File: src/rtl/mpwm_pkg.sv
package mpwm_pkg;

    // Drive mode from the sequencer
    typedef enum logic [1:0] {
        DRV_PWM   = 2'd0,
        DRV_LOW   = 2'd1,
        DRV_HIGH  = 2'd2,
        DRV_FLOAT = 2'd3
    } drv_mode_e;

    // Top-level sequencing
    typedef enum logic {
        SEQ_HOLD = 1'b0,
        SEQ_RUN  = 1'b1
    } seq_st_e;

    // Per-channel pulse state
    typedef enum logic {
        PH_LO = 1'b0,
        PH_HI = 1'b1
    } ph_st_e;

endpackage

File: src/rtl/mpwm_avg.sv
module mpwm_avg #(
    parameter int NCH   = 4,
    parameter int CUR_W = 8,
    parameter int NW    = 3
) (
    input  logic [NCH*CUR_W-1:0] cur_flat,
    input  logic [NCH-1:0]       act_mask,
    input  logic [NW-1:0]        n_act,
    output logic [CUR_W-1:0]     avg
);
    localparam int SUM_W = CUR_W + $clog2(NCH + 1);
    localparam int RSH   = SUM_W + 1;
    localparam int RECIP = (2 ** RSH) / 3 + 1;   // reciprocal of three
    localparam int PW    = SUM_W + RSH;

    logic [SUM_W-1:0] sum;
    logic [PW-1:0]    prod;
    logic [SUM_W-1:0] quo;

    always_comb begin
        sum = '0;
        for (int k = 0; k < NCH; k++) begin
            if (act_mask[k])
                sum = sum + SUM_W'(cur_flat[k*CUR_W +: CUR_W]);
        end
    end

    assign prod = PW'(sum) * PW'(RECIP);

    always_comb begin
        case (n_act)
            NW'(1):  quo = sum;
            NW'(2):  quo = sum >> 1;
            NW'(3):  quo = SUM_W'(prod >> RSH);
            default: quo = sum >> 2;
        endcase
    end

    assign avg = CUR_W'(quo);

endmodule

File: src/rtl/mpwm_chan.sv
module mpwm_chan
    import mpwm_pkg::*;
#(
    parameter int CNT_W   = 8,
    parameter int CUR_W   = 8,
    parameter int TRIM_SH = 1
) (
    input  logic             clk,
    input  logic             rst_n,
    input  logic             run,
    input  logic [CNT_W-1:0] cnt,
    input  logic [CNT_W-1:0] off,
    input  logic [CNT_W-1:0] duty_cmd,
    input  logic [CUR_W-1:0] cur,
    input  logic [CUR_W-1:0] avg,
    output logic             level,
    output logic             cyc_start
);
    localparam int TW = ((CNT_W > CUR_W) ? CNT_W : CUR_W) + 3;
    localparam logic signed [TW-1:0] TOP_V = TW'((2 ** CNT_W) - 1);

    ph_st_e                  st, st_nx;
    logic [CNT_W-1:0]        duty_q;
    logic [CNT_W-1:0]        lc;
    logic                    lc_end;
    logic signed [CUR_W+1:0] delta;
    logic signed [CUR_W+1:0] corr;
    logic signed [TW-1:0]    tsum;
    logic [CNT_W-1:0]        trim;
    logic                    want_hi;

    assign lc        = cnt - off;
    assign lc_end    = &lc;
    assign cyc_start = (lc == '0);

    // current deviation from the average, scaled down
    assign delta = $signed({2'b00, cur}) - $signed({2'b00, avg});
    assign corr  = delta >>> TRIM_SH;
    assign tsum  = TW'($signed({1'b0, duty_cmd})) - TW'(corr);

    always_comb begin
        if (tsum < 0)
            trim = '0;
        else if (tsum > TOP_V)
            trim = '1;
        else
            trim = tsum[CNT_W-1:0];
    end

    assign want_hi = lc_end ? (trim != '0) : ((lc + CNT_W'(1)) < duty_q);

    always_comb begin
        st_nx = st;
        unique case (st)
            PH_LO: st_nx = want_hi ? PH_HI : PH_LO;
            PH_HI: st_nx = want_hi ? PH_HI : PH_LO;
        endcase
    end

    always_ff @(posedge clk or negedge rst_n) begin
        if (!rst_n) begin
            st     <= PH_LO;
            duty_q <= '0;
        end else if (run) begin
            st <= st_nx;
            if (lc_end)
                duty_q <= trim;
        end
    end

    assign level = (st == PH_HI);

endmodule

File: src/rtl/mpwm_gen.sv
module mpwm_gen
    import mpwm_pkg::*;
#(
    parameter int NCH     = 4,
    parameter int CNT_W   = 8,
    parameter int CUR_W   = 8,
    parameter int TRIM_SH = 1
) (
    input  logic                 clk,
    input  logic                 rst_n,
    input  logic [NCH-1:0]       strap_off,
    input  logic [CNT_W-1:0]     duty_cmd,
    input  logic [NCH*CUR_W-1:0] cur_flat,
    input  logic [1:0]           drv_mode,
    input  logic [NCH-1:0]       drv_en,
    output logic [NCH-1:0]       pwm_o,
    output logic [NCH-1:0]       pwm_oe,
    output logic                 ripple_tick,
    output logic [$clog2(NCH+1)-1:0] act_cnt
);
    localparam int NW     = $clog2(NCH + 1);
    localparam int PERIOD = 2 ** CNT_W;

    seq_st_e          st;
    logic [NW-1:0]    n_q;
    logic [CNT_W-1:0] cnt;
    logic             run;
    logic [NCH-1:0]   act_mask;
    logic [NCH-1:0]   level;
    logic [NCH-1:0]   start;
    logic [CUR_W-1:0] avg;
    drv_mode_e        mode;

    function automatic logic [NW-1:0] strap_count(input logic [NCH-1:0] s);
        logic [NW-1:0] n;
        n = NW'(NCH);
        for (int i = NCH - 1; i >= 1; i--) begin
            if (s[i])
                n = NW'(i);
        end
        return n;
    endfunction

    // sequencer state register
    always_ff @(posedge clk or negedge rst_n) begin
        if (!rst_n) begin
            st  <= SEQ_HOLD;
            n_q <= '0;
            cnt <= '0;
        end else begin
            unique case (st)
                SEQ_HOLD: begin
                    n_q <= strap_count(strap_off);
                    st  <= SEQ_RUN;
                end
                SEQ_RUN: cnt <= cnt + CNT_W'(1);
            endcase
        end
    end

    assign run     = (st == SEQ_RUN);
    assign act_cnt = n_q;
    assign mode    = drv_mode_e'(drv_mode);

    always_comb begin
        for (int k = 0; k < NCH; k++)
            act_mask[k] = run && (k < int'(n_q));
    end

    mpwm_avg #(.NCH(NCH), .CUR_W(CUR_W), .NW(NW)) avg_i (
        .cur_flat (cur_flat),
        .act_mask (act_mask),
        .n_act    (n_q),
        .avg      (avg)
    );

    for (genvar k = 0; k < NCH; k++) begin : g_ch
        logic [CNT_W-1:0] off;

        always_comb begin
            case (n_q)
                NW'(2):  off = CNT_W'((k * PERIOD) / 2);
                NW'(3):  off = CNT_W'((k * PERIOD) / 3);
                NW'(4):  off = CNT_W'((k * PERIOD) / 4);
                default: off = '0;
            endcase
        end

        mpwm_chan #(.CNT_W(CNT_W), .CUR_W(CUR_W), .TRIM_SH(TRIM_SH)) ch_i (
            .clk       (clk),
            .rst_n     (rst_n),
            .run       (run),
            .cnt       (cnt),
            .off       (off),
            .duty_cmd  (duty_cmd),
            .cur       (cur_flat[k*CUR_W +: CUR_W]),
            .avg       (avg),
            .level     (level[k]),
            .cyc_start (start[k])
        );
    end

    // output process
    always_comb begin
        for (int k = 0; k < NCH; k++) begin
            pwm_oe[k] = act_mask[k] && drv_en[k] && (mode != DRV_FLOAT);
            pwm_o[k]  = 1'b0;
            unique case (mode)
                DRV_PWM:   pwm_o[k] = pwm_oe[k] && level[k];
                DRV_LOW:   pwm_o[k] = 1'b0;
                DRV_HIGH:  pwm_o[k] = pwm_oe[k];
                DRV_FLOAT: pwm_o[k] = 1'b0;
            endcase
        end
        ripple_tick = |(start & act_mask);
    end

endmodule

File: config.mk
export PLATFORM = sky130hd
export DESIGN_NAME = mpwm_gen
export DESIGN_NICKNAME = d
export VERILOG_FILES = /design/src/rtl/mpwm_pkg.sv /design/src/rtl/mpwm_avg.sv /design/src/rtl/mpwm_chan.sv /design/src/rtl/mpwm_gen.sv
export SDC_FILE = /design/constraint.sdc
export NUM_CORES = 1
export LEC_CHECK = 0
export BUFFER_PORTS_ARGS = -buffer_cell sky130_fd_sc_hd__buf_4
export CORE_UTILIZATION = 50
export DETAILED_ROUTE_END_ITERATION = 6
export PLACE_DENSITY_LB_ADDON = 0.05
export SLEW_MARGIN = 10
export SYNTH_ARGS = -nofsm -noshare
export SYNTH_HDL_FRONTEND = slang
export SYNTH_SLANG_ARGS = --single-unit
export TNS_END_PERCENT = 20
File: constraint.sdc
create_clock -name clk -period 18.3 [get_ports clk]
set_clock_uncertainty 0.15 [all_clocks]
set_input_delay 0.915 -clock clk [delete_from_list [all_inputs] [get_ports clk]]
set_output_delay 0.915 -clock clk [all_outputs]
set_load 0.01 [all_outputs]
==> flow_metrics.env <==
export IMPL_detail_route_vias_per_cell=5.71
export IMPL_setup_tns_ns=0
export IMPL_antenna_found_initial=0
export IMPL_p_leak_nw=5.67
export IMPL_run_status="finished clean"
export IMPL_ctsLongestPathBuffers=2
export IMPL_cts_resized_gates=0
export IMPL_total_power_mw=1.38
export IMPL_htreeDepth=2
export IMPL_slew_violations=0
export IMPL_synthMuxAreaShare=0.00896
export IMPL_synth_compound_area_frac=0.223
export IMPL_endpoint_kind="flip-flop"
export IMPL_synth_async_reset_ratio=1.00
export IMPL_grt_max_degree=49
export IMPL_fill_cells=1948
export IMPL_fmax_ghz=0.0669
export IMPL_synth_area_um2=10200
export IMPL_synth_top_area_cell="ha_1"
export IMPL_synth_xor_area_share=0.101
export IMPL_clk_pin_slew_worst_paths_ns=0.07
export IMPL_ant_nets=0
export IMPL_cts_root_buffer="clkbuf_16"
export IMPL_crit_path_start="act_cnt[2]$_DFFE_PN0N_"
export IMPL_finalCritPeriodShare=0.817
export IMPL_post_place_ws_ns=3.38
export IMPL_reg2reg_from="act_cnt[2]$_DFFE_PN0N_"
export IMPL_ir_worst_vdd_mv=0.0724
export IMPL_ios=64
export IMPL_tightest_slew_ns=1.07
export IMPL_hold_viol_final=0
export IMPL_syn_area_per_cell_um2=7.93
export IMPL_synthAdderAreaFrac=0.295
export IMPL_ys_dominant_reg_cell="dfrtp_1"
export IMPL_synth_cells=1285
export IMPL_drt_initial_drc_count=522
export IMPL_groute_usage_overall=0.284
export IMPL_rows=51
export IMPL_synth_top_family_by_area="adder cells"
export IMPL_path_max_fanout=22
export IMPL_grt_pass1_vias=8868
export IMPL_ys_warn_count=0
export IMPL_critPathLaunchType="flip-flop"
export IMPL_synth_seq_cells=48
export IMPL_register_area_um2=1200
export IMPL_synth_edf_count=0
export IMPL_area_growth_pct=8.49
export IMPL_hpwlAfterDp_mm=24.2
export IMPL_cts_hold_buf=0
export IMPL_gp_congestion=0.920
export IMPL_numClockSinks=48
export IMPL_num_antenna_cells=0
export IMPL_wirelength_mm=28.5
export IMPL_num_vias=9103
export IMPL_multi_input_area_um2=8270
export IMPL_grt_first_pass_wirelength_mm=45.5
export IMPL_ys_seq_area_frac=0.118
export IMPL_critical_path_class="reg2reg"
export IMPL_die_x_um=145
export IMPL_worst_path_max_delay_cell="a221oi_1"
export IMPL_yosys_top_cells_area="ha_1, dfrtp_1, fa_1"
export IMPL_yosys_area_share_simple=0.182
export IMPL_route_detailed_drc=0
export IMPL_synth_cell_types=84
export IMPL_layout_drive_gt1_share=0.0933
export IMPL_dieArea_um2=21000
export IMPL_nNetsFinal=1597
export IMPL_hp_start="g_ch[3].ch_i.duty_q[1]$_DFFE_PN0P_"
export IMPL_cts_buffers=5
export IMPL_hold_class="reg2reg"
export IMPL_start_util=0.517
export IMPL_arrival_ns=15.04
export IMPL_drtPass1Iterations=5
export IMPL_die_y_um=145
export IMPL_maxSlewHeadroom=0.284
export IMPL_layout_min_cycle_time_ns=14.95
export IMPL_synth_top_area_frac=0.223
export IMPL_rsz0062_at_grt="false"
export IMPL_numPortBuffers=62
export IMPL_postCtsSetupBuffers=0
export IMPL_wl_per_cell_um=17.9
export IMPL_power_density_nw_per_um2=125
export IMPL_worst_slack_ns=3.35
export IMPL_grt_remaining_overflow=0
export IMPL_setup_violations=0
export IMPL_maxCapViolations=0
export IMPL_clock_latency_ns=0.30
export IMPL_cts_tree="yes"
export IMPL_cp_required_ns=18.39
export IMPL_slowest_delay_ns=0.89
export IMPL_syn_nets=1554
export IMPL_coreArea_um2=19700
==> synthesized netlist by cell type, types with 16 or more instances <==
library cell	n
nand2_1	105
ha_1	182
xor2_1	46
clkbuf_1	24
a21o_1	23
nor2_1	82
and3_1	23
a21boi_0	16
o21ai_0	63
o21ai_1	18
a21oi_1	68
dfrtp_1	48
a211oi_1	16
inv_1	157
xnor2_1	68
nor3_1	29
nand3_1	28
o21a_1	16
fa_1	35
nor2b_1	25
nand2b_1	20
==> state kept, by name, indices dropped and copies added, names as in the netlist <==
register,cells
cnt,8
g_ch.ch_i.level,4
act_cnt,3
g_ch.ch_i.duty_q,32
run,1
==> metal layers <==
metal  part of all wire  routed length, um  global-route usage  up-vias
li1                   -                  -                   -     4613
met1               0.43              12300               0.342     4186
met2               0.48              13700               0.505      226
met3              0.049               1400              0.0375       78
met4              0.039               1120               0.121        0
met5                  0                  0                   0        -
==> stage by stage <==
| step | instance area (um^2) | utilization | hold slack, ns | cells |
|---|---|---|---|---|
| after floorplan | 10200 | - | 0.300 | 1285 |
| after global placement | 10900 | 0.553 | 0.321 | 1586 |
| after detailed placement | 10900 | 0.553 | 0.330 | 1586 |
| after CTS | 11100 | 0.561 | 0.344 | 1594 |
| after global routing | 11100 | 0.561 | 0.367 | 1594 |
| final | 11100 | 0.561 | 0.337 | 1594 |
==> layout by cell type, fill, tap and decap left out, types with 10 or more instances in the layout <==
cell      instances
xnor2_1          68
a21oi_1          68
inv_1           157
nor2b_1          25
o21ai_1          18
a21o_1           23
or2_2            10
o21ai_0          63
a211oi_1         16
dfrtp_1          47
nor2_1           82
xor2_1           46
nand2b_1         20
ha_1            182
nand3_1          28
buf_4            69
o21a_1           16
a21boi_0         16
nor4_1           11
and3_1           23
nor3_1           29
nand2_1         105
fa_1             35
==> kinds of logic after synthesis <==
kind of cell | count (synthesis)
compound gates | 323
xor+xnor | 116
fa+ha+maj | 220
buf+inv | 191
flops | 48
mux | 9
other cells | 1
simple gates | 377
==> cell type report <==
class,count,share of cell area
repair buffers,69,0.0468
clock buffers,5,0.0113
inverters,158,0.0536
clock inverters,3,0.00226
multi-input cells,1046,0.747
well taps,265,0.0300
flip-flops and latches,48,0.109
==> final timing paths <==
| path | slack [ns] | to | cells past startpoint |
|---|---|---|---|
| setup / recovery | 3.35 | g_ch[2].ch_i.duty_q[3]$_DFFE_PN0P_ | 57 |
| hold / removal | 0.34 | g_ch[3].ch_i.duty_q[1]$_DFFE_PN0P_ | 2 |
| setup reg to reg | 3.35 | g_ch[2].ch_i.duty_q[3]$_DFFE_PN0P_ | 57 |
| hold reg to reg | 0.34 | g_ch[3].ch_i.duty_q[1]$_DFFE_PN0P_ | 2 |
| max in group asynchronous | 17.04 | run$_DFF_PN0_ | 1 |
| min in group asynchronous | 0.47 | g_ch[1].ch_i.level$_DFFE_PN0P_ | 1 |
==> report_power, final <==
group / switching, mW / total [mW] / leakage (nW) / internal, mW
Combinational: 0.655 / 1.13 / 5.09 / 0.478
Sequential: 0.0266 / 0.152 / 0.515 / 0.125
Clock: 0.0428 / 0.0945 / 0.0708 / 0.0517
Total: 0.725 / 1.38 / 5.67 / 0.655
==> critical path: cells and delay by family, from the launching register on <==
kind            cells  cell delay [ns]
compound gates     18             5.10
fa+ha+maj          13             4.70
mux                 1             0.52
flops               1             0.36
simple gates       13             2.52
xor+xnor            3             0.65
buf+inv             9             0.83
No activity file was read; power rests on OpenSTA's default activity.
